$ cat src/rtl/nia_pkg.sv
`timescale 1ns/1ps
package nia_pkg;

   // Cause that drives the flag update at one edge, highest first
   typedef enum logic [2:0] {
      FU_HOLD    = 3'd0,
      FU_TAKE_HW = 3'd1,
      FU_TAKE_SW = 3'd2,
      FU_RESTORE = 3'd3,
      FU_DISABLE = 3'd4,
      FU_ENABLE  = 3'd5
   } flag_upd_e;

endpackage

$ cat src/rtl/nia_pick.sv
`timescale 1ns/1ps
// Find-first: lowest set index of a request vector
module nia_pick #(
   parameter int W  = 8,
   parameter int IW = 3
) (
   input  logic [W-1:0]  req_i,
   output logic          hit_o,
   output logic [IW-1:0] idx_o
);

   if (W < 1) begin : g_bad_w
      $error("nia_pick: W must be at least 1");
   end
   if ((1 << IW) < W) begin : g_bad_iw
      $error("nia_pick: IW too narrow for W");
   end

   always_comb begin
      hit_o = |req_i;
      idx_o = '0;
      for (int i = W - 1; i >= 0; i--) begin
         if (req_i[i]) idx_o = IW'(i);
      end
   end

endmodule

$ cat src/rtl/nia_pend.sv
`timescale 1ns/1ps
// Bank of sticky request flags; set wins over clear
module nia_pend #(
   parameter int W = 9
) (
   input  logic         clk,
   input  logic         rst_n,
   input  logic [W-1:0] set_i,
   input  logic [W-1:0] clr_i,
   output logic [W-1:0] q_o
);

   for (genvar b = 0; b < W; b++) begin : g_bit
      logic flag_q;
      always_ff @(posedge clk or negedge rst_n) begin
         if (!rst_n) flag_q <= 1'b0;
         else        flag_q <= (flag_q & ~clr_i[b]) | set_i[b];
      end
      assign q_o[b] = flag_q;
   end

endmodule

$ cat src/rtl/nia_arb.sv
`timescale 1ns/1ps
// Eligibility filter and two-order arbiter
module nia_arb #(
   parameter int N_SRC = 8,
   parameter int VEC_W = 4
) (
   input  logic [N_SRC-1:0] pend_i,
   input  logic             soft_i,
   input  logic [N_SRC-1:0] mask_i,
   input  logic [N_SRC-1:0] low_i,
   input  logic             glb_en_i,
   input  logic             svc_low_i,
   input  logic             ord_prog_i,
   output logic             hit_o,
   output logic [VEC_W-1:0] idx_o
);

   logic [N_SRC-1:0] elig;
   logic [N_SRC-1:0] elig_hi;
   logic             any_hit, hi_hit;
   logic [VEC_W-1:0] any_idx, hi_idx;

   assign elig    = pend_i & ~mask_i & {N_SRC{glb_en_i}} & (~low_i | {N_SRC{svc_low_i}});
   assign elig_hi = elig & ~low_i;

   nia_pick #(.W(N_SRC), .IW(VEC_W)) u_pick_any (
      .req_i (elig),
      .hit_o (any_hit),
      .idx_o (any_idx)
   );

   nia_pick #(.W(N_SRC), .IW(VEC_W)) u_pick_hi (
      .req_i (elig_hi),
      .hit_o (hi_hit),
      .idx_o (hi_idx)
   );

   always_comb begin
      hit_o = soft_i | any_hit;
      if (soft_i)                 idx_o = VEC_W'(N_SRC);
      else if (ord_prog_i && hi_hit) idx_o = hi_idx;
      else                        idx_o = any_idx;
   end

endmodule

$ cat src/rtl/nest_irq_ack.sv
`timescale 1ns/1ps
module nest_irq_ack
   import nia_pkg::*;
#(
   parameter  int N_SRC = 8,
   localparam int VEC_W = $clog2(N_SRC + 1)
) (
   input  logic             clk,
   input  logic             rst_n,
   input  logic [N_SRC-1:0] irq_req_i,
   input  logic [N_SRC-1:0] src_mask_i,
   input  logic [N_SRC-1:0] src_low_i,
   input  logic             ord_prog_i,
   input  logic             soft_req_i,
   input  logic             en_set_i,
   input  logic             en_clr_i,
   input  logic             ret_i,
   input  logic             ret_en_i,
   input  logic             ret_svc_low_i,
   input  logic             boundary_i,
   output logic             ack_o,
   output logic [VEC_W-1:0] ack_vec_o,
   output logic             glb_en_o,
   output logic             svc_low_o,
   output logic [N_SRC:0]   pend_o
);

   localparam int PW = N_SRC + 1;

   if (N_SRC < 1 || N_SRC > 64) begin : g_bad_nsrc
      $error("nest_irq_ack: N_SRC must lie in 1..64");
   end

   logic [PW-1:0]    pend_q;
   logic [PW-1:0]    pend_clr;
   logic             en_q, low_q, hold_q;
   logic             en_d, low_d;
   logic             ack_q;
   logic [VEC_W-1:0] vec_q;
   logic             arb_hit;
   logic [VEC_W-1:0] arb_idx;
   logic             may_take, grant, take_soft, gr_low;
   flag_upd_e        upd;

   nia_pend #(.W(PW)) u_pend (
      .clk   (clk),
      .rst_n (rst_n),
      .set_i ({soft_req_i, irq_req_i}),
      .clr_i (pend_clr),
      .q_o   (pend_q)
   );

   nia_arb #(.N_SRC(N_SRC), .VEC_W(VEC_W)) u_arb (
      .pend_i     (pend_q[N_SRC-1:0]),
      .soft_i     (pend_q[N_SRC]),
      .mask_i     (src_mask_i),
      .low_i      (src_low_i),
      .glb_en_i   (en_q),
      .svc_low_i  (low_q),
      .ord_prog_i (ord_prog_i),
      .hit_o      (arb_hit),
      .idx_o      (arb_idx)
   );

   // Grants only at a boundary, never at a return, never while held
   assign may_take  = boundary_i & ~ret_i & ~hold_q;
   assign grant     = may_take & arb_hit;
   assign take_soft = (arb_idx == VEC_W'(N_SRC));
   assign gr_low    = |(src_low_i & (N_SRC'(1) << arb_idx));
   assign pend_clr  = grant ? (PW'(1) << arb_idx) : '0;

   always_comb begin
      if (grant)         upd = take_soft ? FU_TAKE_SW : FU_TAKE_HW;
      else if (ret_i)    upd = FU_RESTORE;
      else if (en_clr_i) upd = FU_DISABLE;
      else if (en_set_i) upd = FU_ENABLE;
      else               upd = FU_HOLD;
   end

   always_comb begin
      en_d  = en_q;
      low_d = low_q;
      case (upd)
         FU_TAKE_HW: begin
            en_d  = 1'b0;
            low_d = gr_low;
         end
         FU_TAKE_SW: en_d = 1'b0;
         FU_RESTORE: begin
            en_d  = ret_en_i;
            low_d = ret_svc_low_i;
         end
         FU_DISABLE: en_d = 1'b0;
         FU_ENABLE:  en_d = 1'b1;
         default:    ;
      endcase
   end

   always_ff @(posedge clk or negedge rst_n) begin
      if (!rst_n) begin
         en_q   <= 1'b0;
         low_q  <= 1'b1;
         hold_q <= 1'b0;
         ack_q  <= 1'b0;
         vec_q  <= '0;
      end else begin
         en_q  <= en_d;
         low_q <= low_d;
         ack_q <= grant;
         if (grant) vec_q <= arb_idx;
         if (ret_i)           hold_q <= 1'b1;
         else if (boundary_i) hold_q <= 1'b0;
      end
   end

   assign ack_o     = ack_q;
   assign ack_vec_o = vec_q;
   assign glb_en_o  = en_q;
   assign svc_low_o = low_q;
   assign pend_o    = pend_q;

endmodule

$ cat config.mk
export PLATFORM = sky130hd
export DESIGN_NAME = nest_irq_ack
export DESIGN_NICKNAME = d
export VERILOG_FILES = /design/src/rtl/nia_pkg.sv /design/src/rtl/nia_pick.sv /design/src/rtl/nia_pend.sv /design/src/rtl/nia_arb.sv /design/src/rtl/nest_irq_ack.sv
export SDC_FILE = /design/constraint.sdc
export NUM_CORES = 1
export LEC_CHECK = 0
export BUFFER_PORTS_ARGS = -buffer_cell sky130_fd_sc_hd__buf_2
export CORE_MARGIN = 2
export CORE_UTILIZATION = 30
export DETAILED_ROUTE_END_ITERATION = 7
export PLACE_DENSITY = 0.6
export SLEW_MARGIN = 20
export SYNTH_ARGS = -nofsm -noshare
export SYNTH_HDL_FRONTEND = slang
export SYNTH_SLANG_ARGS = --single-unit
export TNS_END_PERCENT = 50
$ cat constraint.sdc
create_clock -name clk -period 2.9 [get_ports clk]
set_input_delay 0.58 -clock clk [delete_from_list [all_inputs] [get_ports clk]]
set_output_delay 0.58 -clock clk [all_outputs]
set_load 0.01 [all_outputs]
==> results of run 1 <==
-- synth_stat cells, drive strengths merged --
master	number	share of area, %
a21boi	2	1.1
a2bb2oi	1	0.64
a22o	1	0.64
nand4	2	0.92
nand4bb	5	4.1
nand4b	3	1.9
a21o	7	3.9
nand3	3	1.1
o21ai	3	1.9
nor3	2	1.1
mux2i	3	2.2
inv	3	0.83
a21oi	1	0.37
a211o	1	0.64
o31ai	5	3.8
or4	1	0.83
o21bai	1	0.55
o22ai	1	0.46
o41ai	3	2.5
and3b	3	1.9
nand3b	6	3.3
dfrtp	16	29
a221oi	1	1.9
buf	13	7.8
and4bb	2	1.8
nor4bb	4	2.9
nand2	12	3.5
a31oi	4	3.4
nor2b	3	1.4
a31o	1	0.64
o211ai	4	2.2
dfstp	1	1.9
nor2	6	1.8
nand2b	12	5.5
a22oi	1	0.92
-- layer usage --
metal  track usage, %  routed length [µm]  up-vias  share of wire (%)
met4             4.19                  21        0               0.60
met3             1.13                 135        2                3.8
met5                0                   0        -                  0
li1                 -                   -      604                  -
met2             23.8                1770       27                 50
met1             18.0                1580      584                 45
-- power by group through the flow --
stage	clock [mW]	combinational (mW)	sequential (mW)
finish	0.174	0.192	0.261
detailed placement	0	0.191	0.265
global placement	0	0.191	0.266
CTS	0.182	0.193	0.261
floorplan	0	0.135	0.263
global route	0.189	0.210	0.263
-- cell families (layout without fill, tap and decap cells) --
logic type / Yosys count / after routing
muxes: 3 / 3
and+or+nand+nor: 64 / 64
AOI/OAI and AO/OA: 37 / 37
DFF: 17 / 17
buffers and inverters: 16 / 58
-- cell type report --
type | count | share of cell area (%)
clock buffer | 4 | 2.77
inverter | 3 | 0.693
multi-input combinational | 104 | 50.3
sequential | 17 | 26.3
tap | 52 | 4.00
timing repair buffer | 51 | 16.0
-- registers in the layout, indices dropped and copies added (netlist names) --
register,cells
glb_en_o,1
u_pend.g_bit.flag_q,9
ack_vec_o,4
svc_low_o,1
hold_q,1
ack_o,1
-- worst paths after layout --
path | start | endpoint | slack, ns
max in group asynchronous | rst_n | svc_low_o$_DFFE_PN1P_ | 2.34
min | rst_n | ack_vec_o[2]$_DFFE_PN0P_ | 0.25
min in group clk | ack_vec_o[2]$_DFFE_PN0P_ | ack_vec_o[2]$_DFFE_PN0P_ | 0.47
max reg2reg | glb_en_o$_DFFE_PN0P_ | u_pend.g_bit[6].flag_q$_DFF_PN0_ | 0.30
min reg2reg | ack_vec_o[2]$_DFFE_PN0P_ | ack_vec_o[2]$_DFFE_PN0P_ | 0.47
max | glb_en_o$_DFFE_PN0P_ | u_pend.g_bit[6].flag_q$_DFF_PN0_ | 0.30
-- stage by stage --
stage	hold WS, ns	setup slack (ns)
after floorplan	0.284	0.475
after global placement	0.463	0.218
after detailed placement	0.461	0.220
after CTS	0.256	0.305
after global routing	0.271	0.145
final	0.246	0.305
-- worst reg2reg max path: stages (launching register included) --
cell and delay, ns:
sky130_fd_sc_hd__dfrtp_1 0.49, sky130_fd_sc_hd__buf_4 0.23, sky130_fd_sc_hd__and4bb_2 0.26, sky130_fd_sc_hd__nand4b_1 0.32, sky130_fd_sc_hd__o21ai_4 0.29, sky130_fd_sc_hd__nor3_2 0.08, sky130_fd_sc_hd__a31oi_4 0.30, sky130_fd_sc_hd__nor2_2 0.12
sky130_fd_sc_hd__o41ai_2 0.32, sky130_fd_sc_hd__nand2b_1 0.08
==> impl_metrics.prom, run 1 <==
# TYPE chip_impl_metric gauge
chip_impl_metric{name="power.clock.fraction",unit="%"} 27.7
chip_impl_metric{name="worst_skew_pair.late_latency",unit="ns"} 0.25
chip_impl_info{name="final_cell_mix",value="49 x sky130_fd_sc_hd__buf_2, 16 x sky130_fd_sc_hd__dfrtp_1, 12 x sky130_fd_sc_hd__nand2b_1"} 1
chip_impl_metric{name="postRouteAntennaNets",unit=""} 0
chip_impl_metric{name="slew_headroom",unit="%"} 64.3
chip_impl_metric{name="vdd_ir_drop_max",unit="V"} 0.000184
chip_impl_metric{name="critPathBufInv",unit=""} 1
chip_impl_info{name="status",value="finished, final reports clean"} 1
chip_impl_metric{name="power.net_switching",unit="µW"} 193
chip_impl_metric{name="post-route-util",unit="%"} 37.3
chip_impl_metric{name="share_of_final_layout_standard_cells_stronger_than_drive_strength_1",unit="%"} 38.5
chip_impl_metric{name="leakage",unit="nW"} 0.693
chip_impl_metric{name="final.fill_count",unit=""} 453
chip_impl_metric{name="synth-adder-area-share",unit="%"} 0
chip_impl_metric{name="synthesis.area_per_instance",unit="µm²"} 9.94
chip_impl_metric{name="via_count_of_the_first_global_routing_pass",unit=""} 1179
chip_impl_metric{name="finalWirelength",unit="µm"} 3510
chip_impl_metric{name="final-hold-violation-count",unit=""} 0
chip_impl_metric{name="final_max_slew_viol_count",unit=""} 0
chip_impl_info{name="setup.worst_path.class",value="flop to flop"} 1
chip_impl_metric{name="drt-initial-drc-count",unit=""} 51
chip_impl_metric{name="largest_net_degree_at_the_start_of_global_routing",unit=""} 18
chip_impl_metric{name="floorplan.initialDensity",unit="%"} 31.3
chip_impl_metric{name="max_freq",unit="MHz"} 385
chip_impl_metric{name="clock-skew-final",unit="ns"} 0.000584
chip_impl_metric{name="synth.mux.area_fraction",unit="%"} 2.21
chip_impl_metric{name="synth_compound_gate_area_share",unit="%"} 25.6
chip_impl_metric{name="die-area",unit="µm²"} 5090
chip_impl_metric{name="route.detailed.drc",unit=""} 0
chip_impl_metric{name="clock_path_buffers",unit=""} 2
chip_impl_metric{name="power.share.combinational",unit="%"} 30.6
chip_impl_metric{name="cts-resized-gates",unit=""} 0
chip_impl_metric{name="final_period_minus_worst_setup_slack",unit="ns"} 2.60
chip_impl_metric{name="die-width",unit="µm"} 71.4
chip_impl_metric{name="grt_first_pass_wirelength",unit="µm"} 5610
chip_impl_metric{name="final.setup.tns",unit="ns"} 0
chip_impl_metric{name="post_cts_hold_buffer_count",unit=""} 0
chip_impl_metric{name="synth.distinct_cells",unit=""} 47
chip_impl_info{name="worstPathCellList",value="buf_4 -> and4bb_2 -> nand4b_1 -> o21ai_4 -> nor3_2 -> a31oi_4 -> nor2_2 -> o41ai_2 -> nand2b_1"} 1
chip_impl_metric{name="setup_viol_count_final",unit=""} 0
chip_impl_metric{name="detailed_place.area",unit="µm²"} 1580
chip_impl_metric{name="gp_congestion",unit=""} 0.761
chip_impl_metric{name="reg2reg_depth",unit=""} 9
chip_impl_metric{name="placeableCoreArea",unit="µm²"} 4350
chip_impl_info{name="hold_path_class",value="input port to asynchronous set/reset pin"} 1
chip_impl_metric{name="pin_count",unit=""} 50
chip_impl_metric{name="antennaDiodeCount",unit=""} 0
chip_impl_metric{name="layout-area-overhead-vs-synth",unit="%"} 19.4
chip_impl_metric{name="multiInputGateArea",unit="µm²"} 817
chip_impl_metric{name="routed-via-count",unit=""} 1217
chip_impl_metric{name="p_seq_share",unit="%"} 41.7
chip_impl_metric{name="num-nets-final",unit=""} 214
chip_impl_metric{name="yosys_warning_count",unit=""} 0
chip_impl_metric{name="cell_internal_pwr",unit="µW"} 433
chip_impl_metric{name="antenna_found_initial",unit=""} 0
chip_impl_metric{name="ys_seq_elements",unit=""} 17
chip_impl_metric{name="final_cells",unit=""} 231
chip_impl_metric{name="seq_area_frac_synth",unit="%"} 31.3
chip_impl_metric{name="timing.final.crit_share",unit="%"} 89.5
chip_impl_metric{name="timing.critical_path.required",unit="ns"} 3.03
chip_impl_metric{name="power_density",unit="nW/µm²"} 385
chip_impl_info{name="critical_path.slowest_cell",value="sky130_fd_sc_hd__dfrtp_1"} 1
chip_impl_metric{name="dp.cells",unit=""} 227
chip_impl_metric{name="die_h",unit="µm"} 71.4
chip_impl_info{name="largest_family_of_logic_cells_by_synthesized_area",value="simple AND/OR/NAND/NOR gates"} 1
chip_impl_metric{name="tightestPinTransition",unit="ns"} 0.531
chip_impl_metric{name="post_synth_and_or_nand_nor_area_fraction",unit="%"} 32.3
chip_impl_metric{name="switching_share",unit="%"} 30.8
chip_impl_metric{name="dp.final_hpwl",unit="µm"} 2850
chip_impl_info{name="cts_root_buf",value="sky130_fd_sc_hd__clkbuf_8"} 1
chip_impl_info{name="cp_top_family",value="compound AO/OA/AOI/OAI gates"} 1
chip_impl_metric{name="drv_cap",unit=""} 0
chip_impl_metric{name="grt.overflow.total",unit=""} 0
chip_impl_metric{name="fp_rows",unit=""} 24
chip_impl_metric{name="synth_area",unit="µm²"} 1360
chip_impl_info{name="timing.critical_path.from_type",value="flop"} 1
chip_impl_metric{name="clock_sink_count",unit=""} 17
chip_impl_metric{name="worst_setup_hold_path_clk_slew",unit="ns"} 0.06
chip_impl_info{name="cp-end-kind",value="flop"} 1
chip_impl_metric{name="detailedRoute.firstPassIterationCount",unit=""} 4
chip_impl_info{name="layout_commonest_cell",value="sky130_fd_sc_hd__buf_2"} 1
chip_impl_metric{name="post_cts_buffers",unit=""} 0
chip_impl_metric{name="netlist_instances",unit=""} 137
chip_impl_metric{name="grtUsageTotal",unit="%"} 13.7
chip_impl_metric{name="post_drt_via_cell_ratio",unit=""} 5.27
chip_impl_info{name="tritoncts",value="done"} 1
chip_impl_metric{name="critPathArrivalTime",unit="ns"} 2.73
chip_impl_metric{name="post_drt_wl_per_cell",unit="µm"} 15.2
chip_impl_metric{name="power.total",unit="µW"} 626
chip_impl_metric{name="cts_made_buffers",unit=""} 3
chip_impl_metric{name="area.sequential",unit="µm²"} 427
chip_impl_info{name="rsz_0062_raised_after_global_routing",value="false"} 1
chip_impl_metric{name="postSynthNetCount",unit=""} 171
chip_impl_metric{name="crit_path_max_fanout",unit=""} 11
chip_impl_metric{name="synthXorXnorAreaFrac",unit="%"} 0
chip_impl_metric{name="port_buffers",unit=""} 49
chip_impl_metric{name="cp.depth",unit=""} 9
chip_impl_metric{name="htree_levels",unit=""} 1
chip_impl_metric{name="post-route-cell-area",unit="µm²"} 1630
chip_impl_metric{name="slowest_stage_delay_on_critical_path",unit="ns"} 0.49
(Power assumes the default switching activity.)
==> run 2, diff against run 1 <==
--- a/config.mk
+++ b/config.mk
@@ -7,9 +7,9 @@
 export LEC_CHECK = 0
 export BUFFER_PORTS_ARGS = -buffer_cell sky130_fd_sc_hd__buf_2
 export CORE_MARGIN = 2
-export CORE_UTILIZATION = 30
+export CORE_UTILIZATION = 35
 export DETAILED_ROUTE_END_ITERATION = 7
-export PLACE_DENSITY = 0.6
+export PLACE_DENSITY = 0.67
 export SLEW_MARGIN = 20
 export SYNTH_ARGS = -nofsm -noshare
 export SYNTH_HDL_FRONTEND = slang
==> run 2 against run 1 <==
Net effect: sequential power about the same; highest routed layer unchanged; combinational power is essentially flat; critical endpoint unchanged; setup slack improved by 0.0082 ns.
==> impl_metrics.prom, run 2 (synthesis results as in run 1) <==
# TYPE chip_impl_metric gauge
chip_impl_metric{name="cts_made_buffers",unit=""} 3
chip_impl_metric{name="pin_count",unit=""} 50
chip_impl_info{name="layout_commonest_cell",value="sky130_fd_sc_hd__buf_2"} 1
chip_impl_metric{name="share_of_final_layout_standard_cells_stronger_than_drive_strength_1",unit="%"} 38.5
chip_impl_metric{name="dp.final_hpwl",unit="µm"} 2740
chip_impl_metric{name="vdd_ir_drop_max",unit="V"} 0.000269
chip_impl_metric{name="worst_setup_hold_path_clk_slew",unit="ns"} 0.07
chip_impl_metric{name="grtUsageTotal",unit="%"} 15.8
chip_impl_metric{name="final-hold-violation-count",unit=""} 0
chip_impl_metric{name="grt_first_pass_wirelength",unit="µm"} 5360
chip_impl_metric{name="tightestPinTransition",unit="ns"} 0.493
chip_impl_metric{name="leakage",unit="nW"} 0.693
chip_impl_metric{name="timing.final.crit_share",unit="%"} 89.2
chip_impl_metric{name="detailedRoute.firstPassIterationCount",unit=""} 4
chip_impl_metric{name="via_count_of_the_first_global_routing_pass",unit=""} 1177
chip_impl_metric{name="dp.cells",unit=""} 223
chip_impl_metric{name="fp_rows",unit=""} 22
chip_impl_metric{name="final_cells",unit=""} 227
chip_impl_metric{name="htree_levels",unit=""} 1
chip_impl_info{name="hold_path_class",value="input port to asynchronous set/reset pin"} 1
chip_impl_metric{name="final_period_minus_worst_setup_slack",unit="ns"} 2.59
chip_impl_metric{name="port_buffers",unit=""} 49
chip_impl_metric{name="crit_path_max_fanout",unit=""} 15
chip_impl_metric{name="floorplan.initialDensity",unit="%"} 36.9
chip_impl_info{name="cts_root_buf",value="sky130_fd_sc_hd__clkbuf_8"} 1
chip_impl_metric{name="setup_viol_count_final",unit=""} 0
chip_impl_metric{name="worst_skew_pair.late_latency",unit="ns"} 0.25
chip_impl_metric{name="gp_congestion",unit=""} 0.774
chip_impl_metric{name="die-area",unit="µm²"} 4400
chip_impl_info{name="status",value="finished, final reports clean"} 1
chip_impl_metric{name="clock-skew-final",unit="ns"} 0.00519
chip_impl_metric{name="cts-resized-gates",unit=""} 0
chip_impl_metric{name="final.setup.tns",unit="ns"} 0
chip_impl_info{name="max_flop_register",value="u_pend.g_bit.flag_q"} 1
chip_impl_metric{name="timing.critical_path.required",unit="ns"} 3.04
chip_impl_metric{name="post_cts_buffers",unit=""} 0
chip_impl_metric{name="max_freq",unit="MHz"} 387
chip_impl_metric{name="largest_register_ff_count",unit=""} 9
chip_impl_metric{name="die-width",unit="µm"} 66.4
chip_impl_metric{name="layout-area-overhead-vs-synth",unit="%"} 19.0
chip_impl_metric{name="drt-initial-drc-count",unit=""} 25
chip_impl_metric{name="finalWirelength",unit="µm"} 3400
chip_impl_metric{name="die_h",unit="µm"} 66.4
chip_impl_metric{name="placeableCoreArea",unit="µm²"} 3690
chip_impl_info{name="cp-end-kind",value="flop"} 1
chip_impl_metric{name="route.detailed.drc",unit=""} 0
chip_impl_metric{name="post_drt_wl_per_cell",unit="µm"} 15.0
chip_impl_info{name="tritoncts",value="done"} 1
chip_impl_info{name="final_cell_mix",value="49 x sky130_fd_sc_hd__buf_2, 16 x sky130_fd_sc_hd__dfrtp_1, 12 x sky130_fd_sc_hd__nand2b_1"} 1
chip_impl_metric{name="routed-via-count",unit=""} 1207
chip_impl_metric{name="drv_cap",unit=""} 0
chip_impl_metric{name="slew_headroom",unit="%"} 66.9
chip_impl_metric{name="hold_slack",unit="ns"} 0.239
chip_impl_metric{name="clock_path_buffers",unit=""} 2
chip_impl_metric{name="power_density",unit="nW/µm²"} 387
chip_impl_metric{name="clock_sink_count",unit=""} 17
chip_impl_metric{name="antennaDiodeCount",unit=""} 0
chip_impl_info{name="setup.worst_path.class",value="flop to flop"} 1
chip_impl_info{name="rsz_0062_raised_after_global_routing",value="false"} 1
chip_impl_metric{name="num-nets-final",unit=""} 214
chip_impl_metric{name="antenna_found_initial",unit=""} 0
chip_impl_metric{name="critPathArrivalTime",unit="ns"} 2.73
chip_impl_metric{name="largest_net_degree_at_the_start_of_global_routing",unit=""} 18
chip_impl_metric{name="post_cts_hold_buffer_count",unit=""} 0
chip_impl_metric{name="grt.overflow.total",unit=""} 0
chip_impl_info{name="timing.critical_path.from_type",value="flop"} 1
chip_impl_metric{name="final_max_slew_viol_count",unit=""} 0
chip_impl_metric{name="post_drt_via_cell_ratio",unit=""} 5.32
chip_impl_metric{name="postRouteAntennaNets",unit=""} 0
run 2: final timing paths:
path / depth (start not counted) / slack (ns) / to / start
max: 8 / 0.31 / u_pend.g_bit[6].flag_q$_DFF_PN0_ / glb_en_o$_DFFE_PN0P_
max reg2reg: 8 / 0.31 / u_pend.g_bit[6].flag_q$_DFF_PN0_ / glb_en_o$_DFFE_PN0P_
min reg2reg: 1 / 0.48 / hold_q$_DFFE_PN0P_ / hold_q$_DFFE_PN0P_
min: 1 / 0.24 / ack_vec_o[1]$_DFFE_PN0P_ / rst_n
min in group clk: 1 / 0.48 / hold_q$_DFFE_PN0P_ / hold_q$_DFFE_PN0P_
max in group asynchronous: 1 / 2.35 / svc_low_o$_DFFE_PN1P_ / rst_n
run 2: stage by stage:
stage                     power, mW  cell area (µm²)  utilization, %  setup WS [ns]
final                         0.627             1620            43.9          0.313
after floorplan               0.398             1360               -          0.475
after global routing          0.661             1620            43.9          0.112
after global placement        0.455             1580            42.7          0.225
after detailed placement      0.456             1580            42.7          0.228
after CTS                     0.629             1620            43.9          0.305
run 2: worst max-delay path, stage by stage (launching register included):
cell and delay [ns]:
sky130_fd_sc_hd__dfrtp_1 0.52, sky130_fd_sc_hd__and4bb_2 0.33, sky130_fd_sc_hd__or4_4 0.50, sky130_fd_sc_hd__o21ai_4 0.20
sky130_fd_sc_hd__nor3_2 0.08, sky130_fd_sc_hd__a31oi_4 0.31, sky130_fd_sc_hd__nor2_2 0.12, sky130_fd_sc_hd__o41ai_2 0.32
sky130_fd_sc_hd__nand2b_1 0.08
run 2: cell type report:
| cell class | instances | area, µm² |
|---|---|---|
| clock buffers | 4 | 45.0 |
| multi-input cells | 104 | 817 |
| fillers | 398 | 2070 |
| well taps | 48 | 60.1 |
| flip-flops and latches | 17 | 427 |
| repair buffers | 51 | 260 |
| inverters | 3 | 11.3 |
run 2: metal layers:
metal	vias up	global-route usage, %	routed length (µm)
li1	602	-	-
met1	569	21.3	1510
met2	31	26.8	1720
met3	5	1.02	133
met4	0	5.36	40
met5	-	0	0
run 2: report_power, final:
part           total, mW  internal [mW]  switching [mW]  leakage [nW]
clock network      0.175         0.0975          0.0776        0.0228
registers          0.262          0.248          0.0144         0.180
logic              0.189         0.0879           0.101         0.490
total              0.627          0.433           0.194         0.693
==> run 3, diff against run 2 <==
--- a/config.mk
+++ b/config.mk
@@ -5,6 +5,7 @@
 export SDC_FILE = /design/constraint.sdc
 export NUM_CORES = 1
 export LEC_CHECK = 0
+export ABC_AREA = 1
 export BUFFER_PORTS_ARGS = -buffer_cell sky130_fd_sc_hd__buf_2
 export CORE_MARGIN = 2
 export CORE_UTILIZATION = 35
==> run 3 against run 2 <==
Net effect: sequential power up 2%; wire length up 4.1%; critical endpoint is now svc_low_o$_DFFE_PN1P_; first-iteration DRC count rose to 2.5 times the previous value; flip-flop and latch count unchanged; global-route usage up 1.9 points; via count up 21%; area after synthesis up 4.0%; largest cell class unchanged.
==> impl_metrics.prom, run 3 <==
# TYPE chip_impl_metric gauge
chip_impl_metric{name="slew_headroom",unit="%"} 70.7
chip_impl_metric{name="largest_net_degree_at_the_start_of_global_routing",unit=""} 18
chip_impl_metric{name="cts-resized-gates",unit=""} 0
chip_impl_metric{name="pin_count",unit=""} 50
chip_impl_metric{name="num-nets-final",unit=""} 289
chip_impl_metric{name="synth-async-reset-ratio",unit="%"} 100
chip_impl_metric{name="critPathArrivalTime",unit="ns"} 2.58
chip_impl_metric{name="cts_made_buffers",unit=""} 3
chip_impl_info{name="cts_root_buf",value="sky130_fd_sc_hd__clkbuf_8"} 1
chip_impl_metric{name="clock_path_buffers",unit=""} 2
chip_impl_metric{name="gp_congestion",unit=""} 0.961
chip_impl_metric{name="final.setup.tns",unit="ns"} 0
chip_impl_metric{name="placeableCoreArea",unit="µm²"} 3940
chip_impl_metric{name="postSynthNetCount",unit=""} 246
chip_impl_metric{name="detailed_place.area",unit="µm²"} 1640
chip_impl_metric{name="die_h",unit="µm"} 67.6
chip_impl_metric{name="yosys_warning_count",unit=""} 0
chip_impl_metric{name="post_cts_hold_buffer_count",unit=""} 0
chip_impl_metric{name="netlist_instances",unit=""} 212
chip_impl_metric{name="power.total",unit="µW"} 673
chip_impl_metric{name="via_count_of_the_first_global_routing_pass",unit=""} 1321
chip_impl_metric{name="post_cts_buffers",unit=""} 0
chip_impl_metric{name="drv_cap",unit=""} 0
chip_impl_metric{name="clock-skew-final",unit="ns"} 0.00480
chip_impl_metric{name="power_density",unit="nW/µm²"} 400
chip_impl_metric{name="final.fill_count",unit=""} 433
chip_impl_info{name="hold_path_class",value="input port to asynchronous set/reset pin"} 1
chip_impl_info{name="final_cell_mix",value="58 x sky130_fd_sc_hd__nand2_1, 49 x sky130_fd_sc_hd__buf_2, 30 x sky130_fd_sc_hd__inv_1"} 1
chip_impl_info{name="yosys.cell_count.top_type",value="sky130_fd_sc_hd__nand2_1"} 1
chip_impl_metric{name="finalWirelength",unit="µm"} 3540
chip_impl_metric{name="port_buffers",unit=""} 49
chip_impl_metric{name="final-hold-violation-count",unit=""} 0
chip_impl_metric{name="power.net_switching",unit="µW"} 240
chip_impl_info{name="cp-end-kind",value="flop"} 1
chip_impl_info{name="rr_startpoint",value="glb_en_o$_DFFE_PN0P_"} 1
chip_impl_info{name="synthFlopType",value="sky130_fd_sc_hd__dfrtp_1"} 1
chip_impl_metric{name="post-route-util",unit="%"} 42.7
chip_impl_metric{name="timing.final.crit_share",unit="%"} 82.2
chip_impl_metric{name="max_freq",unit="MHz"} 419
chip_impl_metric{name="worst_skew_pair.late_latency",unit="ns"} 0.25
chip_impl_metric{name="antennaDiodeCount",unit=""} 0
chip_impl_metric{name="final_cells",unit=""} 304
chip_impl_metric{name="tightestPinTransition",unit="ns"} 0.440
chip_impl_info{name="max_flop_register",value="u_pend.g_bit.flag_q"} 1
chip_impl_metric{name="layout-area-overhead-vs-synth",unit="%"} 19.1
chip_impl_metric{name="clock_sink_count",unit=""} 17
chip_impl_metric{name="grtUsageTotal",unit="%"} 17.8
chip_impl_metric{name="final_max_slew_viol_count",unit=""} 0
chip_impl_metric{name="dp.final_hpwl",unit="µm"} 2930
chip_impl_metric{name="crit_path_max_fanout",unit=""} 14
chip_impl_metric{name="power.share.combinational",unit="%"} 34.2
chip_impl_metric{name="seq_area_frac_synth",unit="%"} 30.2
chip_impl_metric{name="fp_rows",unit=""} 23
chip_impl_info{name="synth.cells.most_frequent",value="58 x sky130_fd_sc_hd__nand2_1, 30 x sky130_fd_sc_hd__inv_1, 17 x sky130_fd_sc_hd__nand3_1, 17 x sky130_fd_sc_hd__nor2_1, 16 x sky130_fd_sc_hd__dfrtp_1"} 1
chip_impl_metric{name="die-area",unit="µm²"} 4570
chip_impl_metric{name="p_seq_share",unit="%"} 39.7
chip_impl_info{name="reg2reg_to",value="svc_low_o$_DFFE_PN1P_"} 1
chip_impl_metric{name="drt-initial-drc-count",unit=""} 63
chip_impl_metric{name="postRouteAntennaNets",unit=""} 0
chip_impl_metric{name="leakage",unit="nW"} 0.925
chip_impl_metric{name="post_drt_via_cell_ratio",unit=""} 4.81
chip_impl_metric{name="cell_internal_pwr",unit="µW"} 434
chip_impl_metric{name="synthDominantCellAreaShare",unit="%"} 28.3
chip_impl_info{name="cell_type_with_the_largest_total_area_after_synthesis",value="sky130_fd_sc_hd__dfrtp_1"} 1
chip_impl_info{name="status",value="finished, final reports clean"} 1
chip_impl_metric{name="routed-via-count",unit=""} 1463
chip_impl_metric{name="synth_area",unit="µm²"} 1420
chip_impl_metric{name="synthesis.area_per_instance",unit="µm²"} 6.68
chip_impl_metric{name="die-width",unit="µm"} 67.6
chip_impl_info{name="cp-startpoint",value="glb_en_o$_DFFE_PN0P_"} 1
chip_impl_metric{name="grt.overflow.total",unit=""} 0
chip_impl_metric{name="antenna_found_initial",unit=""} 0
chip_impl_metric{name="ff2ff_setup_slack",unit="ns"} 0.52
chip_impl_info{name="synth_top_cells_by_area",value="sky130_fd_sc_hd__dfrtp_1 28%, sky130_fd_sc_hd__nand2_1 15%, sky130_fd_sc_hd__inv_1 8.0%"} 1
chip_impl_metric{name="vdd_ir_drop_max",unit="V"} 0.000301
chip_impl_metric{name="largest_register_ff_count",unit=""} 9
chip_impl_metric{name="post-place-ws",unit="ns"} 0.461
chip_impl_metric{name="post-route-cell-area",unit="µm²"} 1690
chip_impl_metric{name="layout_setup_ws",unit="ns"} 0.515
chip_impl_info{name="timing.critical_path.from_type",value="flop"} 1
chip_impl_metric{name="share_of_final_layout_standard_cells_stronger_than_drive_strength_1",unit="%"} 30.7
chip_impl_info{name="setup.worst_path.class",value="flop to flop"} 1
chip_impl_info{name="layout_commonest_cell",value="sky130_fd_sc_hd__nand2_1"} 1
chip_impl_metric{name="htree_levels",unit=""} 1
chip_impl_metric{name="timing.critical_path.required",unit="ns"} 3.09
chip_impl_metric{name="final_period_minus_worst_setup_slack",unit="ns"} 2.38
chip_impl_info{name="rsz_0062_raised_after_global_routing",value="false"} 1
chip_impl_metric{name="synth.distinct_cells",unit=""} 32
chip_impl_metric{name="ys_seq_elements",unit=""} 17
chip_impl_metric{name="post_drt_wl_per_cell",unit="µm"} 11.7
chip_impl_metric{name="worst_setup_hold_path_clk_slew",unit="ns"} 0.06
chip_impl_metric{name="setup_viol_count_final",unit=""} 0
chip_impl_metric{name="grt_first_pass_wirelength",unit="µm"} 6050
chip_impl_metric{name="power.clock.fraction",unit="%"} 26.1
chip_impl_metric{name="route.detailed.drc",unit=""} 0
chip_impl_metric{name="switching_share",unit="%"} 35.6
chip_impl_metric{name="reg2reg_depth",unit=""} 15
chip_impl_metric{name="hold_slack",unit="ns"} 0.239
chip_impl_metric{name="dp.cells",unit=""} 300
chip_impl_info{name="crit_path_end",value="svc_low_o$_DFFE_PN1P_"} 1
chip_impl_metric{name="detailedRoute.firstPassIterationCount",unit=""} 4
chip_impl_metric{name="floorplan.initialDensity",unit="%"} 35.9
chip_impl_metric{name="synth-edff-count",unit=""} 0
chip_impl_info{name="tritoncts",value="done"} 1
run 3: cell types whose count changed in the layout (fill, tap and decap cells not counted), moves of 5 or more:
cell	before	now
sky130_fd_sc_hd__nand3b_1	6	0
sky130_fd_sc_hd__o21ai_0	2	8
sky130_fd_sc_hd__nand3_1	3	17
sky130_fd_sc_hd__nand4_1	2	11
sky130_fd_sc_hd__nor2_1	5	17
sky130_fd_sc_hd__nand2b_1	12	0
sky130_fd_sc_hd__nand2_2	1	7
sky130_fd_sc_hd__nand2_1	11	58
sky130_fd_sc_hd__inv_1	2	30
sky130_fd_sc_hd__nand4bb_1	5	0
run 3: kinds of logic after synthesis:
| logic type | count (synthesis) | share of synthesized area (%) |
|---|---|---|
| DFF | 17 | 30.2 |
| buffers and inverters | 47 | 15.5 |
| AOI/OAI and AO/OA | 23 | 10.3 |
| and+or+nand+nor | 125 | 44.1 |
run 3: worst min-delay path by stage:
stage | start | to | slack, ns
after CTS | rst_n | ack_vec_o[1]$_DFFE_PN0P_ | 0.25
after global placement | hold_q$_DFFE_PN0P_ | hold_q$_DFFE_PN0P_ | 0.47
after floorplan | rst_n | ack_o$_DFF_PN0_ | 0.28
final | rst_n | ack_vec_o[1]$_DFFE_PN0P_ | 0.24
after global routing | rst_n | ack_vec_o[1]$_DFFE_PN0P_ | 0.26
after detailed placement | hold_q$_DFFE_PN0P_ | hold_q$_DFFE_PN0P_ | 0.47
run 3: power by group through the flow:
stage	registers, mW	clock network [mW]	logic (mW)
after floorplan	0.270	0	0.164
after global placement	0.272	0	0.230
after detailed placement	0.272	0	0.231
after CTS	0.268	0.179	0.232
after global routing	0.269	0.199	0.265
final	0.267	0.176	0.230
run 3: per-layer routing:
metal | GRT usage (%) | routed length [µm] | part of all wire (%)
met2 | 29.0 | 1740 | 49
met3 | 2.17 | 184 | 5.2
met1 | 23.9 | 1570 | 44
met4 | 6.63 | 52 | 1.5
met5 | 0 | 0 | 0
run 3: final cells by class:
type,count,area [µm²],area share (%)
Tap cell,50,62.6,3.71
Inverter,36,136,8.09
Sequential cell,17,427,25.3
Timing Repair Buffer,49,245,14.6
Multi-Input combinational cell,148,769,45.7
Clock buffer,4,45.0,2.67
run 3: worst max-delay path: stages (launching register included):
cell,delay [ns]
sky130_fd_sc_hd__dfrtp_1,0.61
sky130_fd_sc_hd__inv_2,0.08
sky130_fd_sc_hd__nor3_2,0.20
sky130_fd_sc_hd__nand2_1,0.12
sky130_fd_sc_hd__nand2_1,0.10
sky130_fd_sc_hd__nor2_1,0.04
sky130_fd_sc_hd__nand3_1,0.08
sky130_fd_sc_hd__nand2_1,0.25
sky130_fd_sc_hd__inv_1,0.28
sky130_fd_sc_hd__nor3_1,0.07
sky130_fd_sc_hd__nor2_1,0.14
sky130_fd_sc_hd__nand2_1,0.07
sky130_fd_sc_hd__nor2_1,0.09
sky130_fd_sc_hd__nand3_1,0.07
sky130_fd_sc_hd__nand2_1,0.06
sky130_fd_sc_hd__nand2_1,0.05
